[config.mk]
export PLATFORM = sky130hd
export DESIGN_NAME = pwrup_rst_seq
export DESIGN_NICKNAME = d
export VERILOG_FILES = /design/src/rtl/pwrup_rst_seq.sv
export SDC_FILE = /design/constraint.sdc
export NUM_CORES = 1
export LEC_CHECK = 0
export BUFFER_PORTS_ARGS = -buffer_cell sky130_fd_sc_hd__buf_2
export CORE_MARGIN = 1.5
export CORE_UTILIZATION = 30
export DETAILED_ROUTE_END_ITERATION = 6
export GPL_TIMING_DRIVEN = 0
export PLACE_DENSITY = 0.57
export REMOVE_ABC_BUFFERS = 1
export SYNTH_ARGS = -nofsm -noshare
export SYNTH_HDL_FRONTEND = slang
export SYNTH_SLANG_ARGS = --single-unit
[constraint.sdc]
create_clock -name clk -period 4.95 [get_ports clk]
set_clock_uncertainty 0.2 [all_clocks]
set_input_delay 0.2475 -clock clk [delete_from_list [all_inputs] [get_ports clk]]
set_output_delay 0.2475 -clock clk [all_outputs]
set_load 0.05 [all_outputs]
[src/rtl/pwrup_rst_seq.sv]
module pwrup_rst_seq #(
  parameter int SPD_W = 3,
  parameter int VOLT_W = 6,
  parameter logic [SPD_W-1:0] SPD_SEL = 3'b010,
  parameter logic [VOLT_W-1:0] VOLT_SEL = 6'h23,
  parameter int DEB_CYC = 16,
  parameter int GAP_CYC = 64
) (
  input  logic              clk,
  input  logic              por_n,
  input  logic              vreg_good_a,
  input  logic              refclk_ok_a,
  input  logic              pll_lock_a,
  input  logic              sys_pwr_ok_a,
  input  logic              clks_stable_a,
  output logic [SPD_W-1:0]  spd_sel,
  output logic [VOLT_W-1:0] volt_sel,
  output logic              pwr_good,
  output logic              plat_rst_n,
  output logic              core_rst_n,
  output logic [2:0]        seq_state
);
  localparam int NQ = 5;
  localparam int CNT_MAX = (DEB_CYC > GAP_CYC) ? DEB_CYC : GAP_CYC;
  localparam int CW = $clog2(CNT_MAX + 1);
  localparam logic [2:0] ST_FULL = 3'd0;
  localparam logic [2:0] ST_PWRG = 3'd4;
  localparam logic [2:0] ST_GAP  = 3'd5;
  localparam logic [2:0] ST_RUN  = 3'd6;

  assign spd_sel  = SPD_SEL;
  assign volt_sel = VOLT_SEL;

  logic [NQ-1:0] q_m, q_s;
  logic [2:0]    st_q, st_d;
  logic [CW-1:0] cnt_q, cnt_d;
  logic [NQ-1:0] need;
  logic          cur, fault;

  always_ff @(posedge clk or negedge por_n)
    if (!por_n) begin
      q_m <= '0;
      q_s <= '0;
    end else begin
      q_m <= {clks_stable_a, sys_pwr_ok_a, pll_lock_a, refclk_ok_a, vreg_good_a};
      q_s <= q_m;
    end

  always_comb
    for (int i = 0; i < NQ; i++)
      need[i] = (st_q > 3'(i));

  assign fault = |(need & ~q_s);
  assign cur   = (st_q < 3'(NQ)) ? q_s[st_q] : 1'b0;

  always_comb begin
    st_d  = st_q;
    cnt_d = cnt_q;
    if (fault) begin
      st_d  = ST_FULL;
      cnt_d = '0;
    end else if (st_q < 3'(NQ)) begin
      if (!cur)
        cnt_d = '0;
      else if (cnt_q == CW'(DEB_CYC - 1)) begin
        st_d  = st_q + 3'd1;
        cnt_d = '0;
      end else
        cnt_d = cnt_q + 1'b1;
    end else if (st_q == ST_GAP) begin
      if (cnt_q == CW'(GAP_CYC - 1)) begin
        st_d  = ST_RUN;
        cnt_d = '0;
      end else
        cnt_d = cnt_q + 1'b1;
    end
  end

  always_ff @(posedge clk or negedge por_n)
    if (!por_n) begin
      st_q       <= ST_FULL;
      cnt_q      <= '0;
      pwr_good   <= 1'b0;
      plat_rst_n <= 1'b0;
      core_rst_n <= 1'b0;
    end else begin
      st_q       <= st_d;
      cnt_q      <= cnt_d;
      pwr_good   <= (st_d >= ST_PWRG);
      plat_rst_n <= (st_d >= ST_GAP);
      core_rst_n <= (st_d == ST_RUN);
    end

  assign seq_state = st_q;
endmodule


==> flow_summary_export.csv, run 1 <==
group,metric,value,unit
clocking,clkLatencyLatePin,0.27,ns
hold_path,hold_path_depth,0,
logic_synthesis,synth_compound_area_frac,0.195,
timing,clock.fmax,396,MHz
logic_synthesis,yosys-top-cells-count,"22 x dfrtp_1, 11 x buf_4, 9 x nand2_1, 9 x nor3_1",
logic_synthesis,ys_async_sr_fraction,1.00,
power_and_ir_drop,p_leak,0.629,nW
power_and_ir_drop,p_sw,0.0891,mW
logic_synthesis,yosys.area.top_type_share,0.407,
worst_setup_path,crit-reg2reg-capture,"core_rst_n",
power_and_ir_drop,pwr-share-comb,0.098,
timing,timing.hold.ws,0.153,ns
routing,ant_nets,0,
clocking,htreeDepth,1,
worst_setup_path,worstSetupPathType,"reg -> reg",
logic_synthesis,synth_top_family_by_area,"simple AND/OR/NAND/NOR gates",
worst_setup_path,startpoint,"seq_state[0]",
die,rows,24,
logic_synthesis,synth_most_common_cell,"dfrtp_1",
timing,period_minus_slack,2.53,ns
global_route,grt_pass1_vias,1029,
die,dieWidth,70.1,um
finish,final-seq-area,551,um2
worst_setup_path,end_kind,"register",
global_route,grt_first_pass_wirelength,4.83,mm
placement,gp_congestion,0.786,
routing,drt_iter0_drc,64,
die,die_area,4920,um2
finish,fin_nets,160,
timing,finalSetupViolCount,0,
finish,n_antenna_cell,0,
power_and_ir_drop,netSwitchingFraction,0.250,
finish,n_fill_cell,436,
logic_synthesis,yosysWarnings,0,
routing,wl_per_cell,13.9,um
worst_setup_path,endpoint,"core_rst_n",
routing,via_count,997,
timing,tightest_slew,0.736,ns
finish,area_delta_synth_final,10.7,%
status,outcome,"complete, no violations",
logic_synthesis,synth_simple_gate_area_frac,0.205,
timing,fin_setup_tns,0,ns
timing,fin_crit_sh,0.510,
clocking,post_cts_buffers,0,
clocking,clock_sinks,22,
logic_synthesis,synth-edff-count,0,
worst_setup_path,r2r-start,"seq_state[0]",
clocking,clockRootBuffer,"clkbuf_8",
worst_setup_path,start_kind,"register",
logic_synthesis,syn_avg_cell_area,10.2,um2
logic_synthesis,ys.flop_type,"dfrtp_1",
power_and_ir_drop,seqPwrFrac,0.533,
logic_synthesis,ys_seq_elements,22,
logic_synthesis,synth_mux_area_frac,0.0222,
clocking,cts_tree,"done",
flow_run,drv_cap,0,
timing,slew_viol_final,0,
die,fp.dieH,70.1,um
die,core-area,4350,um2
worst_setup_path,cp.arrival,2.48,ns
worst_setup_path,cp_data_required_time,4.91,ns
placement,detailed_place_hpwl,1.86,mm
logic_synthesis,seq_area_frac_synth,0.407,
timing,hold_viol_final,0,
global_route,grt_max_degree,23,
worst_setup_path,reg2reg_slack,2.42,ns
logic_synthesis,syn_area,1350,um2
routing,viasPerCell,5.04,
logic_synthesis,synth_xor_area_frac,0.00648,
routing,routed_wirelength,2.75,mm
die,initial_core_util,0.310,
routing,drtPass1Iterations,4,
logic_synthesis,synth_cell_type_count,49,
finish,multi_input_area,688,um2
global_route,grt_antenna_before_repair,0,
clocking,cts_made_buffers,3,
die,io_pins,22,
worst_setup_path,reg2reg_depth,5,
logic_synthesis,syn_inst,132,
logic_synthesis,synthAdderAreaFrac,0.0556,
global_route,overflow,0,
routing,drcViolationCount,0,
global_route,grt_usage,0.118,
timing,rsz0062_at_grt,"no",
clocking,clk_pin_slew,0.08,ns
timing,slew-limit-headroom,0.508,
worst_setup_path,crit_fanout,15,
logic_synthesis,synth_area_leader_cell,"dfrtp_1",
finish,finalNonFillerCells,198,
power_and_ir_drop,vdd_drop_max,0.110,mV
logic_synthesis,synth_area_leaders,"dfrtp_1 41%, buf_4 6.1%, ha_1 5.6%, nor3_1 3.3%, nand2_1 2.5%",
finish,drive_gt1_frac,0.199,
hold_path,holdCritPathClass,"reg -> reg",
placement,io_buffers,12,
clocking,cts_buffer_depth,2,
power_and_ir_drop,p_per_area,238,nW/um2
placement,place_inst,188,
power_and_ir_drop,power_frac_clock,0.368,
power_and_ir_drop,p_int,0.267,mW
power by group through the flow:
| stage | sequential (mW) | clock (mW) | combinational, mW |
|---|---|---|---|
| 6_report | 0.190 | 0.131 | 0.0349 |
| 5_1_grt | 0.191 | 0.140 | 0.0378 |
| 4_1_cts | 0.190 | 0.135 | 0.0354 |
| 3_5_place_dp | 0.194 | 0 | 0.0316 |
| 3_3_place_gp | 0.193 | 0 | 0.0310 |
| 2_1_floorplan | 0.192 | 0 | 0.0237 |
critical path: stages, from the launching register on:
cell and delay, ns:
dfrtp_1 0.76, ha_1 0.45, nand4_1 0.21, nor3_1 0.36, o21ai_0 0.16, a311oi_1 0.28
metrics by stage:
stage               worst slack, ns  power, mW   util  cell area [um2]
finish                         2.42      0.356  0.344             1500
global route                   2.19      0.369  0.344             1500
CTS                            2.40      0.360  0.344             1500
detailed placement             2.43      0.225  0.317             1380
global placement               2.47      0.224  0.317             1380
floorplan                      2.43      0.216      -             1260
worst min path at each step:
stage	to	slack, ns	from
floorplan	cnt_q[0]	-0.25	por_n
global placement	q_m[4]	0.05	por_n
detailed placement	q_m[1]	0.05	por_n
CTS	q_s[3]	0.16	q_m[3]
global route	q_s[2]	0.16	q_m[2]
finish	q_s[2]	0.15	q_m[2]
placed cells by master (no fill, tap or decap), types with 3 or more instances in the layout:
cell            n
dfrtp_1        22
buf_2          12
nor3_1          9
nand2_1         9
conb_1          9
a21oi_1         6
ha_1            6
dlygate4sd3_1   6
nor2_1          5
o21ai_0         5
clkbuf_8        4
inv_1           3
mux2i_1         3
o22ai_1         3
what timing repair did:
action | CTS | global route
hold buffers | 6 | 0
gates resized for setup | 0 | 0
hold endpoints to repair | 27 | 0
routing by layer:
metal  up-vias  share of wire  GRT usage
met1       471           0.48      0.154
met2        26           0.49      0.204
met5         -              0          0
met3         2          0.031     0.0216
li1        498              -          -
met4         0         0.0040     0.0278
flip-flops by register name, summed over array words and instances, names as in the netlist:
signal	cells
pwr_good	1
core_rst_n	1
cnt_q	7
plat_rst_n	1
q_s	5
seq_state	2
q_m	5
kinds of logic after synthesis:
| logic type | after synthesis |
|---|---|
| other | 2 |
| muxes | 3 |
| xor gates and xnor gates | 1 |
| adders and majority gates | 6 |
| buffers and inverters | 19 |
| and+or+nand+nor | 45 |
| AOI/OAI and AO/OA | 34 |
| DFF | 22 |
area by class of cell:
class	count	area share
well taps	52	0.0435
inverters	4	0.0117
clock buffers	4	0.0368
repair buffers	18	0.0803
multi-input cells	98	0.460
flip-flops and latches	22	0.368
Power figures use the tool's default switching activity.
==> run 2: changes to the inputs <==
- PLACE_DENSITY: 0.57 -> 0.58
- clock period: 4.95 -> 2.3 ns (I/O delays scaled with it)
==> flow_summary_export.csv, run 2 (synthesis gave the netlist of run 1 again) <==
group,metric,value,unit
finish,drive_gt1_frac,0.259,
timing,clock.fmax,460,MHz
timing,timing.hold.ws,0.141,ns
finish,final_cell_mix,"19 x dfrtp_1, 12 x buf_2, 9 x nand2_1, 9 x conb_1, 8 x nor3_1",
timing,finalSetupViolCount,0,
clocking,clock_sinks,22,
global_route,grt_pass1_vias,1067,
clocking,clockRootBuffer,"clkbuf_8",
clocking,cts_tree,"done",
worst_setup_path,end_kind,"register",
timing,fin_crit_sh,0.946,
placement,dp_slack,-0.110,ns
power_and_ir_drop,p_sw,0.192,mW
die,dieWidth,70.1,um
placement,io_buffers,12,
finish,n_antenna_cell,0,
die,rows,24,
routing,wl_per_cell,13.6,um
global_route,grt_antenna_before_repair,0,
clocking,post_cts_buffers,0,
finish,area_delta_synth_final,13.1,%
placement,gp_congestion,0.879,
timing,slew_viol_final,0,
finish,final_common_cell,"dfrtp_1",
power_and_ir_drop,power_frac_clock,0.367,
worst_setup_path,worstSetupPathType,"reg -> reg",
worst_setup_path,cp_data_required_time,2.29,ns
power_and_ir_drop,pwr-share-comb,0.099,
routing,drtPass1Iterations,4,
flow_run,drv_cap,0,
power_and_ir_drop,p_leak,0.636,nW
routing,via_count,1036,
finish,regMostFlops,"cnt_q",
clocking,cts_made_buffers,3,
routing,drcViolationCount,0,
die,fp.dieH,70.1,um
routing,routed_wirelength,2.70,mm
worst_setup_path,cp.arrival,2.17,ns
timing,period_minus_slack,2.18,ns
routing,drt_iter0_drc,56,
finish,fin_nets,161,
status,outcome,"complete, no violations",
worst_setup_path,crit_fanout,11,
timing,slew-limit-headroom,0.599,
die,initial_core_util,0.310,
die,io_pins,22,
placement,place_inst,188,
global_route,overflow,0,
routing,viasPerCell,5.21,
timing,rsz0062_at_grt,"yes",
power_and_ir_drop,vdd_drop_max,0.235,mV
worst_setup_path,start_kind,"register",
clocking,cts_buffer_depth,2,
power_and_ir_drop,seqPwrFrac,0.534,
global_route,grt_usage,0.117,
timing,hold_viol_final,0,
finish,reg_top3,"cnt_q: 7 flops, q_m: 5 flops, q_s: 5 flops",
die,die_area,4920,um2
global_route,grt_first_pass_wirelength,4.73,mm
finish,finalNonFillerCells,199,
die,core-area,4350,um2
placement,detailed_place_hpwl,1.88,mm
timing,layout_setup_ws,0.124,ns
timing,tightest_slew,0.597,ns
global_route,grt_max_degree,23,
timing,fin_setup_tns,0,ns
finish,utilization,0.351,
finish,largest_reg_flops,7,
clocking,clk_pin_slew,0.08,ns
power_and_ir_drop,netSwitchingFraction,0.250,
clocking,htreeDepth,1,
hold_path,holdCritPathClass,"in -> async",
power_and_ir_drop,p_per_area,502,nW/um2
clocking,clkLatencyLatePin,0.27,ns
power_and_ir_drop,p_int,0.575,mW
routing,ant_nets,0,
## run 2: repair_timing
action / 4_1_cts / 5_1_grt
hold buffers: 6 / 0
setup endpoints to repair: 12 / 10
gates cloned: 0 / 1
resized for setup: 3 / 5
pin swaps: 0 / 1
endpoints found under the hold margin: 27 / 0
## run 2: cell type report
cell class	count	area (um2)
timing repair buffer	18	120
sequential	22	554
fill	419	2830
clock buffer	4	55.1
multi-input combinational	99	716
inverter	4	17.5
tap	52	65.1
## run 2: layer usage
metal  track usage  wire [um]
met3        0.0202        105
met4        0.0513         38
met5             0          0
met1         0.151       1220
met2         0.193       1340
## run 2: final timing paths
check | from | end | slack, ns | depth (start not counted)
max in group asynchronous | por_n | seq_state[0] | 1.39 | 2
worst max-delay path | seq_state[1] | seq_state[1] | 0.12 | 6
worst max register to register | seq_state[1] | seq_state[1] | 0.12 | 6
worst min-delay path | por_n | cnt_q[2] | 0.14 | 2
worst min register to register | q_m[1] | q_s[1] | 0.15 | 0
min in group clk | q_m[1] | q_s[1] | 0.15 | 0
## run 2: per-stage QoR
step,area (um2),power [mW]
6_report,1530,0.767
5_1_grt,1530,0.794
4_1_cts,1500,0.776
3_5_place_dp,1380,0.484
3_3_place_gp,1380,0.482
2_1_floorplan,1260,0.465
## run 2: worst max-delay path, cell delays in order (launching register included)
cell and delay, ns:
dfrtp_2 0.53, inv_2 0.16, ha_2 0.28, nor3_1 0.08, o31a_1 0.32, or2_2 0.37, a21oi_1 0.16
## run 2: power by group through the flow
stage               registers, mW  clock network, mW  logic, mW
floorplan                   0.414                  0     0.0510
global placement            0.416                  0     0.0664
detailed placement          0.417                  0     0.0676
CTS                         0.409              0.291     0.0755
global route                0.411              0.301     0.0818
finish                      0.409              0.281     0.0760
==> run 3: changes to the inputs <==
- CTS_BUF_LIST: not set -> sky130_fd_sc_hd__clkbuf_8 sky130_fd_sc_hd__clkbuf_16
- REMOVE_ABC_BUFFERS: 1 -> not set
- TNS_END_PERCENT: not set -> 10
==> flow_summary_export.csv, run 3 (synthesis gave the netlist of run 1 again) <==
group,metric,value,unit
timing,fin_setup_tns,0,ns
timing,finalSetupViolCount,0,
placement,detailed_place_hpwl,2.05,mm
finish,finalNonFillerCells,213,
clocking,clkLatencyLatePin,0.26,ns
timing,clock.fmax,455,MHz
power_and_ir_drop,p_sw,0.197,mW
finish,largest_reg_flops,7,
global_route,grt_antenna_before_repair,0,
finish,n_fill_cell,430,
die,fp.dieH,70.1,um
worst_setup_path,crit_fanout,10,
flow_run,drv_cap,0,
power_and_ir_drop,p_leak,0.718,nW
global_route,overflow,0,
clocking,clk_pin_slew,0.09,ns
hold_path,holdCritPathClass,"in -> async",
power_and_ir_drop,vdd_drop_max,0.275,mV
worst_setup_path,cp.arrival,2.15,ns
routing,via_count,1061,
clocking,clock_sinks,22,
routing,viasPerCell,4.98,
die,dieWidth,70.1,um
timing,slew-limit-headroom,0.579,
placement,gp_congestion,0.839,
finish,regMostFlops,"cnt_q",
power_and_ir_drop,seqPwrFrac,0.474,
die,die_area,4920,um2
timing,timing.hold.ws,0.137,ns
power_and_ir_drop,p_int,0.664,mW
placement,io_buffers,12,
finish,design_area,1660,um2
worst_setup_path,cp_data_required_time,2.25,ns
timing,period_minus_slack,2.20,ns
finish,n_antenna_cell,0,
timing,hold_viol_final,0,
worst_setup_path,reg2reg_slack,0.10,ns
worst_setup_path,worstSetupPathType,"reg -> reg",
die,initial_core_util,0.310,
global_route,grt_usage,0.119,
timing,fin_crit_sh,0.955,
timing,layout_setup_ws,0.104,ns
clocking,post_cts_buffers,0,
routing,routed_wirelength,2.81,mm
timing,tightest_slew,0.627,ns
placement,dp_slack,-0.0542,ns
global_route,grt_first_pass_wirelength,4.86,mm
finish,drive_gt1_frac,0.298,
worst_setup_path,start_kind,"register",
routing,ant_nets,0,
timing,rsz0062_at_grt,"no",
routing,drt_iter0_drc,47,
die,io_pins,22,
placement,dpl_cell_area,1500,um2
clocking,htreeDepth,1,
finish,area_delta_synth_final,22.8,%
timing,slew_viol_final,0,
finish,final_cell_mix,"21 x dfrtp_1, 13 x buf_2, 11 x buf_4",
power_and_ir_drop,pwr-share-comb,0.102,
die,rows,24,
routing,drtPass1Iterations,4,
routing,drcViolationCount,0,
power_and_ir_drop,power_frac_clock,0.424,
power_and_ir_drop,netSwitchingFraction,0.229,
power_and_ir_drop,p_per_area,519,nW/um2
status,outcome,"complete, no violations",
global_route,grt_max_degree,23,
finish,final_common_cell,"dfrtp_1",
routing,wl_per_cell,13.2,um
worst_setup_path,end_kind,"register",
global_route,grt_pass1_vias,1082,
finish,reg_top3,"cnt_q: 7 flops, q_m: 5 flops, q_s: 5 flops",
die,core-area,4350,um2
clocking,cts_made_buffers,3,
clocking,cts_buffer_depth,2,
clocking,clockRootBuffer,"clkbuf_8",
finish,fin_nets,175,
clocking,cts_tree,"done",
placement,place_inst,203,
-- run 3: timing repair --
item / in CTS / in global routing
hold endpoints to repair: 27 / 0
resized for setup: 2 / 2
hold buffers: 6 / 0
endpoints found under the setup margin: 10 / 4
pin swaps: 0 / 0
-- run 3: power groups by stage --
stage / registers, mW / logic (mW) / clock network (mW)
floorplan: 0.414 / 0.0632 / 0
global placement: 0.416 / 0.0785 / 0
detailed placement: 0.416 / 0.0804 / 0
CTS: 0.408 / 0.0878 / 0.375
global route: 0.410 / 0.0957 / 0.388
finish: 0.409 / 0.0876 / 0.366
-- run 3: critical path: stages, from the launching register on --
cell      delay, ns
dfrtp_1        0.50
ha_1           0.26
ha_1           0.19
o32a_1         0.30
o22ai_1        0.22
or2_4          0.19
buf_6          0.14
o21bai_2       0.07
-- run 3: area by class of cell --
class                   instances  area, um2  share of cell area
plain buffers                  15        121              0.0732
clock buffers                   3       41.3              0.0249
clock inverters                 1       30.0              0.0181
inverters                       4       21.3              0.0128
multi-input cells              98        708               0.427
flip-flops and latches         22        552               0.333
well taps                      52       65.1              0.0392
repair buffers                 18        120              0.0724
-- run 3: through the flow --
step / power, mW / utilization
2_1_floorplan: 0.477 / -
3_3_place_gp: 0.494 / 0.345
3_5_place_dp: 0.497 / 0.345
4_1_cts: 0.871 / 0.378
5_1_grt: 0.895 / 0.381
6_report: 0.862 / 0.381
-- run 3: final timing paths --
check                             start  cells past startpoint           end
max reg2reg                seq_state[0]                      7      cnt_q[2]
min in group clk                 q_m[0]                      0        q_s[0]
max in group asynchronous         por_n                      2  seq_state[1]
min reg2reg                      q_m[0]                      0        q_s[0]
max                        seq_state[0]                      7      cnt_q[2]
min                               por_n                      2      pwr_good
-- run 3: metal layers --
metal / global-route usage / part of all wire / vias to the layer above
met3: 0.0245 / 0.035 / 2
met1: 0.137 / 0.44 / 512
li1: - / - / 526
met2: 0.218 / 0.52 / 21
met4: 0.0385 / 0.0036 / 0
met5: 0 / 0 / -
